`config.mk`:
```
export PLATFORM = sky130hd
export DESIGN_NAME = cfg_access_ctrl
export DESIGN_NICKNAME = d
export VERILOG_FILES = /design/src/rtl/cfg_access_pkg.sv /design/src/rtl/cfg_access_ctl.sv /design/src/rtl/cfg_access_store.sv /design/src/rtl/cfg_access_ctrl.sv
export SDC_FILE = /design/constraint.sdc
export NUM_CORES = 1
export LEC_CHECK = 0
export ABC_AREA = 1
export BUFFER_PORTS_ARGS = -buffer_cell sky130_fd_sc_hd__buf_2
export CORE_MARGIN = 3
export CORE_UTILIZATION = 55
export DETAILED_ROUTE_END_ITERATION = 8
export GPL_TIMING_DRIVEN = 0
export HOLD_SLACK_MARGIN = 0.03
export PLACE_DENSITY = 0.72
export SYNTH_ARGS = -nofsm -noshare
export SYNTH_HDL_FRONTEND = slang
export SYNTH_SLANG_ARGS = --single-unit
```
`constraint.sdc`:
```
create_clock -name clk -period 2.9 [get_ports clk]
set_input_delay 0 -clock clk [delete_from_list [all_inputs] [get_ports clk]]
set_output_delay 0 -clock clk [all_outputs]
set_load 0.02 [all_outputs]
```
`src/rtl/cfg_access_pkg.sv`:
```
package cfg_access_pkg;

  typedef enum logic [2:0] {
    OP_NOP     = 3'd0,
    OP_WRITE   = 3'd1,
    OP_READ    = 3'd2,
    OP_PRELOAD = 3'd3,
    OP_LOCK    = 3'd4,
    OP_ERASE   = 3'd5
  } cfg_op_e;

  // strobes from control to datapath, valid for one cycle
  typedef struct packed {
    logic fuseWr;
    logic fuseRd;
    logic sigWr;
    logic sigRd;
    logic zeroRd;
    logic preload;
    logic erase;
  } cfg_strobe_t;

endpackage

```
`src/rtl/cfg_access_ctl.sv`:
```
module cfg_access_ctl
  import cfg_access_pkg::*;
#(
  parameter int ADDR_W     = 6,
  parameter int FUSE_BYTES = 32,
  parameter int SIG_BASE   = 48,
  parameter int SIG_BYTES  = 8
) (
  input  logic              clk,
  input  logic              rst,
  input  logic              cmdValid,
  input  logic [2:0]        cmdOp,
  input  logic [ADDR_W-1:0] cmdAddr,
  output cfg_strobe_t       strobe,
  output logic              lockState,
  output logic              rejectQ
);

  localparam logic [ADDR_W:0] FUSE_LIM = (ADDR_W+1)'(FUSE_BYTES);
  localparam logic [ADDR_W:0] SIG_LO   = (ADDR_W+1)'(SIG_BASE);
  localparam logic [ADDR_W:0] SIG_HI   = (ADDR_W+1)'(SIG_BASE + SIG_BYTES);

  logic [ADDR_W:0] addrExt;
  logic            inFuse;
  logic            inSig;
  logic            rejectNow;
  logic            setLock;
  cfg_op_e         op;

  assign addrExt = {1'b0, cmdAddr};
  assign inFuse  = addrExt < FUSE_LIM;
  assign inSig   = (addrExt >= SIG_LO) && (addrExt < SIG_HI);
  assign op      = cfg_op_e'(cmdOp);

  always_comb begin
    strobe    = '0;
    rejectNow = 1'b0;
    setLock   = 1'b0;
    if (cmdValid) begin
      unique case (op)
        OP_NOP: ;
        OP_WRITE: begin
          if (inSig)                   strobe.sigWr  = 1'b1;
          else if (inFuse && !lockState) strobe.fuseWr = 1'b1;
          else                         rejectNow     = 1'b1;
        end
        OP_READ: begin
          if (inSig)                   strobe.sigRd  = 1'b1;
          else if (inFuse && !lockState) strobe.fuseRd = 1'b1;
          else begin
            strobe.zeroRd = 1'b1;
            rejectNow     = 1'b1;
          end
        end
        OP_PRELOAD: begin
          if (lockState) rejectNow      = 1'b1;
          else           strobe.preload = 1'b1;
        end
        OP_LOCK:  setLock      = 1'b1;
        OP_ERASE: strobe.erase = 1'b1;
        default:  rejectNow    = 1'b1;
      endcase
    end
  end

  always_ff @(posedge clk) begin
    if (rst) begin
      lockState <= 1'b0;
      rejectQ   <= 1'b0;
    end else begin
      rejectQ <= rejectNow;
      if (strobe.erase)  lockState <= 1'b0;
      else if (setLock)  lockState <= 1'b1;
    end
  end

endmodule

```
`src/rtl/cfg_access_store.sv`:
```
module cfg_access_store
  import cfg_access_pkg::*;
#(
  parameter int ADDR_W     = 6,
  parameter int DATA_W     = 8,
  parameter int FUSE_BYTES = 32,
  parameter int SIG_BASE   = 48,
  parameter int SIG_BYTES  = 8,
  parameter int NUM_REGS   = 8
) (
  input  logic                clk,
  input  logic                rst,
  input  cfg_strobe_t         strobe,
  input  logic [ADDR_W-1:0]   cmdAddr,
  input  logic [DATA_W-1:0]   cmdData,
  input  logic [NUM_REGS-1:0] cmdMask,
  output logic                rdValid,
  output logic [DATA_W-1:0]   rdData,
  output logic                preloadPulse,
  output logic [NUM_REGS-1:0] preloadValue
);

  logic [DATA_W-1:0] fuseMem [FUSE_BYTES];
  logic [DATA_W-1:0] sigMem  [SIG_BYTES];
  logic [DATA_W-1:0] fuseSel;
  logic [DATA_W-1:0] sigSel;

  for (genvar i = 0; i < FUSE_BYTES; i++) begin : g_fuse
    always_ff @(posedge clk) begin
      if (rst || strobe.erase)
        fuseMem[i] <= '0;
      else if (strobe.fuseWr && cmdAddr == ADDR_W'(i))
        fuseMem[i] <= cmdData;
    end
  end

  for (genvar k = 0; k < SIG_BYTES; k++) begin : g_sig
    always_ff @(posedge clk) begin
      if (rst)
        sigMem[k] <= '0;
      else if (strobe.sigWr && cmdAddr == ADDR_W'(SIG_BASE + k))
        sigMem[k] <= cmdData;
    end
  end

  always_comb begin
    fuseSel = '0;
    for (int i = 0; i < FUSE_BYTES; i++)
      if (cmdAddr == ADDR_W'(i)) fuseSel = fuseMem[i];
    sigSel = '0;
    for (int k = 0; k < SIG_BYTES; k++)
      if (cmdAddr == ADDR_W'(SIG_BASE + k)) sigSel = sigMem[k];
  end

  always_ff @(posedge clk) begin
    if (rst) begin
      rdValid <= 1'b0;
      rdData  <= '0;
    end else begin
      rdValid <= strobe.fuseRd | strobe.sigRd | strobe.zeroRd;
      if (strobe.fuseRd)     rdData <= fuseSel;
      else if (strobe.sigRd) rdData <= sigSel;
      else                   rdData <= '0;
    end
  end

  for (genvar b = 0; b < NUM_REGS; b++) begin : g_pl
    always_ff @(posedge clk) begin
      if (rst)
        preloadValue[b] <= 1'b0;
      else if (strobe.preload && cmdMask[b])
        preloadValue[b] <= cmdData[b];
    end
  end

  always_ff @(posedge clk) begin
    if (rst) preloadPulse <= 1'b0;
    else     preloadPulse <= strobe.preload;
  end

endmodule

```
`src/rtl/cfg_access_ctrl.sv`:
```
module cfg_access_ctrl
  import cfg_access_pkg::*;
#(
  parameter int ADDR_W     = 6,
  parameter int DATA_W     = 8,
  parameter int FUSE_BYTES = 32,
  parameter int SIG_BASE   = 48,
  parameter int SIG_BYTES  = 8,
  parameter int NUM_REGS   = 8
) (
  input  logic                clk,
  input  logic                rst,
  input  logic                cmdValid,
  input  logic [2:0]          cmdOp,
  input  logic [ADDR_W-1:0]   cmdAddr,
  input  logic [DATA_W-1:0]   cmdData,
  input  logic [NUM_REGS-1:0] cmdMask,
  output logic                rdValid,
  output logic [DATA_W-1:0]   rdData,
  output logic                cmdReject,
  output logic                preloadPulse,
  output logic [NUM_REGS-1:0] preloadValue
);

  cfg_strobe_t strobe;
  logic        lockState;

  cfg_access_ctl #(
    .ADDR_W(ADDR_W), .FUSE_BYTES(FUSE_BYTES),
    .SIG_BASE(SIG_BASE), .SIG_BYTES(SIG_BYTES)
  ) u_ctl (
    .clk(clk), .rst(rst), .cmdValid(cmdValid), .cmdOp(cmdOp),
    .cmdAddr(cmdAddr), .strobe(strobe), .lockState(lockState),
    .rejectQ(cmdReject)
  );

  cfg_access_store #(
    .ADDR_W(ADDR_W), .DATA_W(DATA_W), .FUSE_BYTES(FUSE_BYTES),
    .SIG_BASE(SIG_BASE), .SIG_BYTES(SIG_BYTES), .NUM_REGS(NUM_REGS)
  ) u_store (
    .clk(clk), .rst(rst), .strobe(strobe), .cmdAddr(cmdAddr),
    .cmdData(cmdData), .cmdMask(cmdMask), .rdValid(rdValid),
    .rdData(rdData), .preloadPulse(preloadPulse),
    .preloadValue(preloadValue)
  );

endmodule

```
; Word-level counts from Yosys, hierarchy flattened
; Memories as Yosys holds them, arrays and structs flattened.
; Index checks and enable logic that the tools add are counted.
[totals]
inputBits = 28
mem_count = 2
word_cells = 386
mem_bits_rw = 320
regBits = 20
[mem_list]
columns = name, words, width, read_ports, rd_ports_with_merged_regs, write_ports, line_no
row1 = u_store.fuseMem, 32, 8, 32, 0, 32, cfg_access_store.sv:23  ; logic [DATA_W-1:0] fuseMem [FUSE_BYTES];
row2 = u_store.sigMem, 8, 8, 8, 0, 8, cfg_access_store.sv:24  ; logic [DATA_W-1:0] sigMem [SIG_BYTES];
[classes]
n_bitwise = 43
n_eq_ne = 44
order_cmp = 3
n_reduce_logical = 58
n_mux = 223
[op_table]
columns = op, n
row1 = 8-bit two-way mux, 82
row2 = 1-bit two-way mux, 138
row3 = "6-bit by 5-bit equality test with 1-bit output, second input constant", 16
row4 = 1-bit logical AND, 50
row5 = "6-bit by 4-bit equality test with 1-bit output, second input constant", 8
row6 = "6-bit equality test, second input constant", 8
row7 = 1-bit OR, 42
row8 = "6-bit by 3-bit equality test with 1-bit output, second input constant", 4
row9 = "6-bit by 2-bit equality test with 1-bit output, second input constant", 2
row10 = "6-bit less-than comparator, second input constant", 2
row11 = 7-bit two-way mux, 1
row12 = "3-bit by 2-bit equality test with 1-bit output, second input constant", 2
row13 = "3-bit equality test, second input constant", 2
row14 = "6-bit by 1-bit equality test with 1-bit output, second input constant", 1
row15 = "6-bit >= comparator, second input constant", 1
row16 = 6-bit zero test, 1
row17 = 2-bit OR reduction, 3
row18 = "3-bit by 1-bit equality test with 1-bit output, second input constant", 1
row19 = 3-bit zero test, 1
row20 = 1-bit one-hot mux with 3 select lines, 1
row21 = 3-bit OR reduction, 1
row22 = 2-bit two-way mux, 1
row23 = 1-bit zero test, 1
row24 = 1-bit logical OR, 1
row25 = 1-bit inverter, 1

; Depth between registers and ports, before layout
[logic_depth]
depth_word = 34
depth_mapped = 26

; By module
; A second synthesis with hierarchy kept.
[unflattened]
cells_unflattened = 1591
area_unflattened_um2 = 15338.5
[modules_own_cells]
columns = module, seq_area_each_um2, n_inst, cells_each, area_per_inst_um2
row1 = cfg_access_store, 9969.6, 1, 1555, 15135.8
row2 = cfg_access_ctl, 40.0, 1, 36, 202.7

; Least setup slack after synthesis
; Ideal clock, no wire load.
[synth_path]
kind = input to register
startpoint = input cmdAddr[4]
endpoint = memory u_store.fuseMem[28][4], in the netlist u_store.fuseMem[1][100] (enable)
setup_ps = 384
t_arrival_ps = 1696
n_path_buf = 1
required_time_ps = 2516
path_slack_ps = 820
cell_stages = 7
cell_sequence = inv_1 > nor2_1 > clkinv_1 > buf_1 > nor2_1 > inv_1 > o21ai_0
[synth_rtl]
columns = element, line_no
row1 = "start, declared", cfg_access_ctrl.sv:15  ; input logic [ADDR_W-1:0] cmdAddr,
row2 = "end, declared", cfg_access_store.sv:23

==> metrics.txt <==
CP arrival=3070 ps; ratio of cells with drive above 1 in the final layout=8.43%; number of H-tree levels=2; CP required=3030 ps; YS warnings=0; TNS Setup=-699 ps; Cells after DPL=1982; worst-margin pin slew=1260 ps; Clock Skew=11.9 ps; gp weighted congestion=0.939; clock buffer depth=3; vias in the first global route=11300; Die Footprint=29800 um2; peak supply drop=0.377 mV; first-pass GRT wire length=64700 um; Min-Delay Path Class=primary input to flop; cts bufs inserted=35; met3 wire length=4380 um; Top Metal Used=met4; worst-path cell chain=nor2_1 -> nand2_1 -> clkbuf_1 -> o21ai_0; TritonCTS Sinks=340; detailed-route via count=11800; highest clock rate=340 MHz; Synth Cell Area=15300 um2; final setup margin=-42.1 ps; crit path max fanout=10; CP startpoint kind=flop; Fill cells=2191; Slowest cell on crit path=o21ai_0; CTS tree=built; number of synthesized register bits=340; CP max stage delay=1030 ps; Hold Fails Final Rpt=0; ANT nets after route=0; routed metal-1 wirelength=16500 um; IO Count=47; status=complete, but fails checks; CTS root buf=clkbuf_16; Yosys cell types=33; core area=27100 um2; Rows=60; area taken by multi-input logic gates=4560 um2; Syn Area/Cell=9.76 um2; WL met2=19900 um; routed len/inst=20.3 um; Port Buffers=46; Die W=173 um; cells after synthesis=1563; GRT Resource Usage Total=28.1%; initial detailed-routing violation count=1724; Die Span Y=173 um; register area=10000 um2; post-route minimum period=2940 ps; clock-pin slew on the worst setup and hold paths=60 ps; Non-Filler Instances=2068; max cap viols=0; synthesized net count=1591; ant diodes=0; Layout Nets=1699; WL final=42100 um; largest net degree at the start of global routing=15; initial antenna violation count=0; leakage power=6.66 nW; Clk Latency, worst-skew pair=510 ps; HPWL after DPL=28800 um; final worst-path cycle share=101%; Slew Limit Fails=0; Setup CP Type=flop to flop; CP endpoint kind=flop; P&R area growth vs syn=13.4%; normalized max-slew margin=14.9%; DRC viols=0; DR pass1 iterations=7; violated checks=setup timing; register area share after synthesis=65.6%; Setup-failing EPs final=28; pwr/cell area=608 nW/um2; gr ovfl total=0; RSZ-0062 raised after global routing=yes; Starting Density=56.3%; power consumption=10.5 mW; via density per instance=5.72
[worst paths after layout]
path | from | to | slack (ps) | cells past startpoint
worst min register to register | u_store.preloadValue[4] | u_store.preloadValue[4] | 460 | 2
worst max-delay path | u_ctl.lockState | u_store.fuseMem[1][101] | -40 | 4
worst max register to register | u_ctl.lockState | u_store.fuseMem[1][101] | -40 | 4
worst min-delay path | cmdValid | u_store.rdData[7] | 70 | 5
[layer usage]
layer  vias to the layer above  GRT usage (%)
met2                       686           44.6
met5                         -              0
li1                       5453              -
met4                         0           8.99
met3                        96           6.67
met1                      5591           38.9
[synth_stat cells (all sizes together)]
cell    number  area share [%]
and2         1           0.041
nor4         2           0.082
clkinv       1           0.025
o21ai       43             1.4
a21boi       1           0.049
clkbuf      50             1.2
nor3b        1           0.049
buf         12            0.42
nand3       66             2.2
dfxtp       20             2.6
o211ai      13            0.64
edfxtp     320              63
nand4       55             2.3
inv        113             2.8
or2         19            0.78
a221oi       6            0.34
nand2      332             8.2
a31oi        1           0.041
a22oi        3            0.15
nor3         7            0.26
nor2       438              11
a21oi       59             1.9
[area by class of cell]
class | count | share of cell area, %
clock buffer | 50 | 5.81
timing repair buffer | 72 | 2.84
inverter | 114 | 2.50
tap | 372 | 2.69
clock inverter | 12 | 0.477
sequential | 340 | 57.9
multi-input combinational | 1047 | 26.4
buffer | 61 | 1.44
[worst max-delay path: cells and delay by family (launching register included)]
family                 cells  cell delay (ps)
AO/OA/AOI/OAI              1             1030
AND/OR/NAND/NOR            2              630
buffers and inverters      1              530
flip-flops                 1              360
[timing repair]
action,in CTS,in global routing
gates resized for setup,3,3
hold buffers,25,0
buffers inserted,0,0
endpoints found under the setup margin,16,125
endpoints found under the hold margin,12,0
[power breakdown]
| group | total, mW | internal, mW | switching (mW) |
|---|---|---|---|
| sequential | 5.62 | 5.56 | 0.0580 |
| clock | 4.32 | 2.50 | 1.82 |
| combinational | 0.574 | 0.112 | 0.461 |
| total | 10.5 | 8.18 | 2.34 |
[metrics by stage]
stage          setup slack, ps  area [um2]  hold WS [ps]  util (%)
6_report                 -42.1       17300          69.7      63.8
5_1_grt                   -147       17300           128      63.8
4_1_cts                   18.9       17300          39.6      63.8
3_5_place_dp              -148       16000           286      58.9
3_3_place_gp              -295       15900           279      58.8
2_1_floorplan              820       15300           144         -
[registers in the layout (all words and copies together) (netlist names)]
signal                count
u_store.rdValid           1
u_store.fuseMem         256
u_store.sigMem           64
u_ctl.lockState           1
u_store.rdData            8
u_store.preloadPulse      1
u_store.preloadValue      8
u_ctl.rejectQ             1
[cells by family (layout without fill, tap and decap cells)]
group | count (synthesis) | after routing | synth area share, %
buf+inv | 176 | 309 | 4.49
compound gates | 126 | 126 | 4.57
simple gates | 921 | 921 | 25.3
flops | 340 | 340 | 65.6
[cells in the final DEF, fill, tap and decap left out, drive strengths merged, types with 25 or more instances in the layout]
cell and n:
inv 113, nand4 55, buf 58, o21ai 43, nand3 66, clkbuf 100
nor2 438, edfxtp 320, nand2 332, dlygate4sd3 25, a21oi 59
Note: power is estimated with default switching activity, not from simulation.
